<file path="config.mk">
export PLATFORM = sky130hd
export DESIGN_NAME = xpoint_pulse_gen
export DESIGN_NICKNAME = d
export VERILOG_FILES = /design/src/rtl/xpoint_pulse_gen.sv
export SDC_FILE = /design/constraint.sdc
export NUM_CORES = 1
export LEC_CHECK = 0
export ABC_AREA = 0
export BUFFER_PORTS_ARGS = -buffer_cell sky130_fd_sc_hd__buf_2
export CAP_MARGIN = 20
export CELL_PAD_IN_SITES_DETAIL_PLACEMENT = 0
export CELL_PAD_IN_SITES_GLOBAL_PLACEMENT = 1
export CORE_MARGIN = 2
export CORE_UTILIZATION = 30
export DETAILED_ROUTE_END_ITERATION = 10
export PLACE_DENSITY_LB_ADDON = 0.1
export SYNTH_ARGS = -nofsm -noshare
export SYNTH_HDL_FRONTEND = slang
export SYNTH_SLANG_ARGS = --single-unit
</file>
<file path="constraint.sdc">
create_clock -name clk -period 1.2 [get_ports clk]
set_input_delay 0.24 -clock clk [delete_from_list [all_inputs] [get_ports clk]]
set_output_delay 0.24 -clock clk [all_outputs]
set_load 0.005 [all_outputs]
</file>
<file path="src/rtl/xpoint_pulse_gen.sv">
module xpoint_pulse_gen (
  input  logic        clk,
  input  logic        rst_n,
  input  logic [2:0]  sub_i,
  output logic [3:0]  step_o,
  output logic [11:0] ctl_o
);
  localparam int NSTEP = 12;
  localparam logic [3:0] LAST = 4'(NSTEP);

  logic [3:0]       step_q;
  logic [2:0]       cur_q;
  logic [NSTEP:1]   t;
  logic             legal;

  assign legal = (sub_i != 3'd0) && ((sub_i & (sub_i - 3'd1)) == 3'd0);

  always_ff @(posedge clk or negedge rst_n) begin
    if (!rst_n) begin
      step_q <= LAST;
      cur_q  <= 3'd0;
    end else if (step_q == LAST) begin
      step_q <= 4'd1;
      cur_q  <= legal ? sub_i : 3'd0;
    end else begin
      step_q <= step_q + 4'd1;
    end
  end

  for (genvar i = 1; i <= NSTEP; i++) begin : g_step
    assign t[i] = (step_q == 4'(i));
  end

  logic add_grp, fetch;
  assign add_grp = cur_q[0] | cur_q[1];
  assign fetch   = cur_q[2];

  logic xp1, xp4, xp5a, xp5b, xp6, xp8, xp10, xp11;
  logic fx4, fx6, fx10;
  assign xp1  = add_grp & t[1];
  assign xp4  = add_grp & t[4];
  assign xp5a = add_grp & t[5];
  assign xp5b = add_grp & t[5];
  assign xp6  = add_grp & t[6];
  assign xp8  = add_grp & t[8];
  assign xp10 = add_grp & t[10];
  assign xp11 = add_grp & t[11];
  assign fx4  = fetch & t[4];
  assign fx6  = fetch & t[6];
  assign fx10 = fetch & t[10];

  assign ctl_o[0]  = xp1;
  assign ctl_o[1]  = xp1 | xp8;
  assign ctl_o[2]  = xp4 | fx4;
  assign ctl_o[3]  = xp5a;
  assign ctl_o[4]  = xp5a | fx6;
  assign ctl_o[5]  = xp5b;
  assign ctl_o[6]  = xp6 | xp11;
  assign ctl_o[7]  = xp6;
  assign ctl_o[8]  = xp8;
  assign ctl_o[9]  = xp10 | fx10;
  assign ctl_o[10] = xp11;
  assign ctl_o[11] = fx6;

  assign step_o = step_q;

  AST_STEP_ADVANCE: assert property (@(posedge clk) disable iff (!rst_n)
    (step_o != LAST) |=> (step_o == $past(step_o) + 4'd1));
  AST_STEP_WRAP: assert property (@(posedge clk) disable iff (!rst_n)
    (step_o == LAST) |=> (step_o == 4'd1));
  AST_SUB_HELD: assert property (@(posedge clk) disable iff (!rst_n)
    (step_o != LAST) |=> $stable(cur_q));
  AST_SUB_ONEHOT: assert property (@(posedge clk) disable iff (!rst_n)
    $onehot0(cur_q));
  AST_IDLE_QUIET: assert property (@(posedge clk) disable iff (!rst_n)
    (cur_q == 3'd0) |-> (ctl_o == 12'd0));
  AST_A2X_WINDOW: assert property (@(posedge clk) disable iff (!rst_n)
    ctl_o[3] |-> (step_o == 4'd5));
  AST_WRBACK_WINDOW: assert property (@(posedge clk) disable iff (!rst_n)
    ctl_o[9] |-> (step_o == 4'd10));
  AST_WRS_WINDOW: assert property (@(posedge clk) disable iff (!rst_n)
    ctl_o[1] |-> (step_o == 4'd1 || step_o == 4'd8));
  AST_FETCH_NO_A: assert property (@(posedge clk) disable iff (!rst_n)
    ctl_o[11] |-> (ctl_o[10:5] == 6'd0));
endmodule

</file>
==> metrics <==
Hold Crit Class input port to async pin; Syn Inst Count 59; Die W 46.8 µm; # fillers around 180; largest net degree at the start of global routing 8; WL final between 1000 and 1500 µm; WL/cell 11.6 µm; max_cap viols 0; Initial Util 0.319; max-slew violations 0; Synth area leader dfrtp_1; post-route ant nets 0; DR vias 530; Clock Latency Late Sink 260 ps; Cell Chain, Critical Path inv_4 -> ha_4 -> nand2_2 -> a211oi_2 -> buf_2; Seq/Total Area, Yosys 0.323; total negative slack -5010 ps; ys flop type dfrtp_1; cell total after placement 105; Max Clock Skew 0.901 ps; yosys warns 0; Post-synth ARST share 1.00; Tot Pwr 522 µW; io pins 21; P per Cell Area 543 nW/µm²; CP Capture Type primary output; crit path max fanout 4; Worst path top cell family by delay flip-flops; final std cells w/o fill 122; Worst slew margin 0.869; crit path DAT 1340 ps; Synth top cells by count buf_4, dfrtp_1; final hold viol count 0; WHS 347 ps; RSZ-0062 raised after global routing true; die area 2190 µm²; initial DRC count 9; Power Internal about 400 µW; H-tree levels 1; final RePlAce weighted congestion 0.761; synth unique cells 23; worst slew pin tran 196 ps; DRC viols 0; TritonCTS Buffers 3; area of the multi-input gates 405 µm²; Post-Syn Area about 550 µm²; GRT Util Overall 0.141; Tcrit/Tclk final 1.32; violated checks negative setup slack; layout cells sized above 1 0.732; Reg power frac 0.465; Leak 0.468 nW; Storage cell area between 150 and 200 µm²; initial antenna violation count 0; Buf/Inv on CP 2; remaining global-route overflow 0; Syn Area/Cell 9.33 µm²; synth top area cells dfrtp_1, buf_4, dfstp_2; Core Region 1730 µm²; IO buf count 20; Nets 107; post-synth net total 68; Sink Count 7; vias in the first global route 451; status finished with violations; maximum VDD drop 0.000371 V; Clock Tree Buf Depth 2; Rows 15; Synth Register Bits 7; wire length of the first global-routing pass 2100 µm; flop2flop setup slack -280 ps; clock share of power 0.417; Worst path slowest cell dfrtp_2; share of the synthesized area in the top cell type 0.227; required time of the critical path 960 ps; worst slack at placement -148 ps; min cycle time layout between 1500 and 2000 ps; Via density around 4.3; Final setup viols 20; most frequent cell after synthesis buf_4; slowest stage delay, CP roughly 450 ps; CTS Root Cell clkbuf_4; Worst-path clk slew 50 ps; Die H 46.8 µm; NetSw 119 µW; WS Path Type register to primary output; detailed placement HPWL 917 µm; Post-synth EDFFs 0; Comb pwr share 0.118; CTS tree done; sw frac 0.229; Critical Path Source Type register; final worst slack -379 ps; area grow syn2layout 74.8%; Pre-antenna DRT Iters 3; number of diodes 0; fmax 633 MHz
[metrics by stage]
step	util	instance area [µm²]
final	0.557	962
after global routing	0.557	962
after CTS	0.495	855
after detailed placement	0.411	709
after global placement	0.411	709
after floorplan	-	578
[final cells by class]
type,instances,area share
flip-flops and latches,7,0.186
inverters,3,0.0143
multi-input cells,40,0.421
well taps,25,0.0325
repair buffers,43,0.319
clock buffers,4,0.0273
[power groups by stage]
stage,registers [mW],clock network [mW],logic [mW]
after floorplan,0.247,0,0.0245
after global placement,0.247,0,0.0509
after detailed placement,0.247,0,0.0512
after CTS,0.242,0.228,0.0567
after global routing,0.243,0.240,0.0675
final,0.243,0.218,0.0617
[logic make-up after synthesis]
| family | after synthesis | share of synthesized area |
|---|---|---|
| compound gates | 6 | 0.0727 |
| fa+ha+maj | 4 | 0.0909 |
| buf+inv | 12 | 0.139 |
| flops | 7 | 0.323 |
| mux | 3 | 0.0818 |
| simple gates | 27 | 0.293 |
[timing repair]
action / in CTS / in global routing
resized for setup: 17 / 15
setup buffers: 7 / 6
pin swaps: 2 / 9
setup endpoints to repair: 18 / 20
endpoints found under the hold margin: 5 / 0
hold buffers: 1 / 0
[final timing paths]
check,cells past startpoint,to,start
worst min register to register,2,cur_q[2]$_DFFE_PN0N_,cur_q[2]$_DFFE_PN0N_
min in group clk,3,cur_q[1]$_DFFE_PN0N_,sub_i[0]
worst min-delay path,2,step_o[1]$_DFF_PN0_,rst_n
worst max register to register,4,cur_q[0]$_DFFE_PN0N_,step_o[2]$_DFF_PN1_
worst max-delay path,5,ctl_o[1],step_o[0]$_DFF_PN0_
max in group asynchronous,2,step_o[3]$_DFF_PN1_,rst_n
[flip-flops by register name, indices dropped and copies added, names as in the netlist]
| register | flops |
|---|---|
| cur_q | 3 |
| step_o | 4 |
[placed cells by master (no fill, tap or decap), types with 2 or more instances in the layout]
cell type	synthesis	layout
a21oi_1	2	2
nand3b_1	2	2
nor2b_2	0	2
buf_2	1	18
nor3_2	0	2
buf_4	8	17
nand2_1	4	2
nor3b_1	4	3
nand2_2	0	2
mux2_4	3	3
buf_6	0	7
dfrtp_1	5	4
ha_4	0	4
dfstp_2	2	2
clkbuf_4	0	3
nor2_1	4	2
nand2b_4	0	2
[routing by layer]
metal | share of wire | GRT usage | up-vias
met5 | 0 | 0 | -
met4 | 0.028 | 0.128 | 0
met3 | 0.059 | 0.0231 | 4
met2 | 0.46 | 0.195 | 16
met1 | 0.45 | 0.184 | 238
li1 | - | - | 272
No activity file was read; power rests on OpenSTA's default activity.
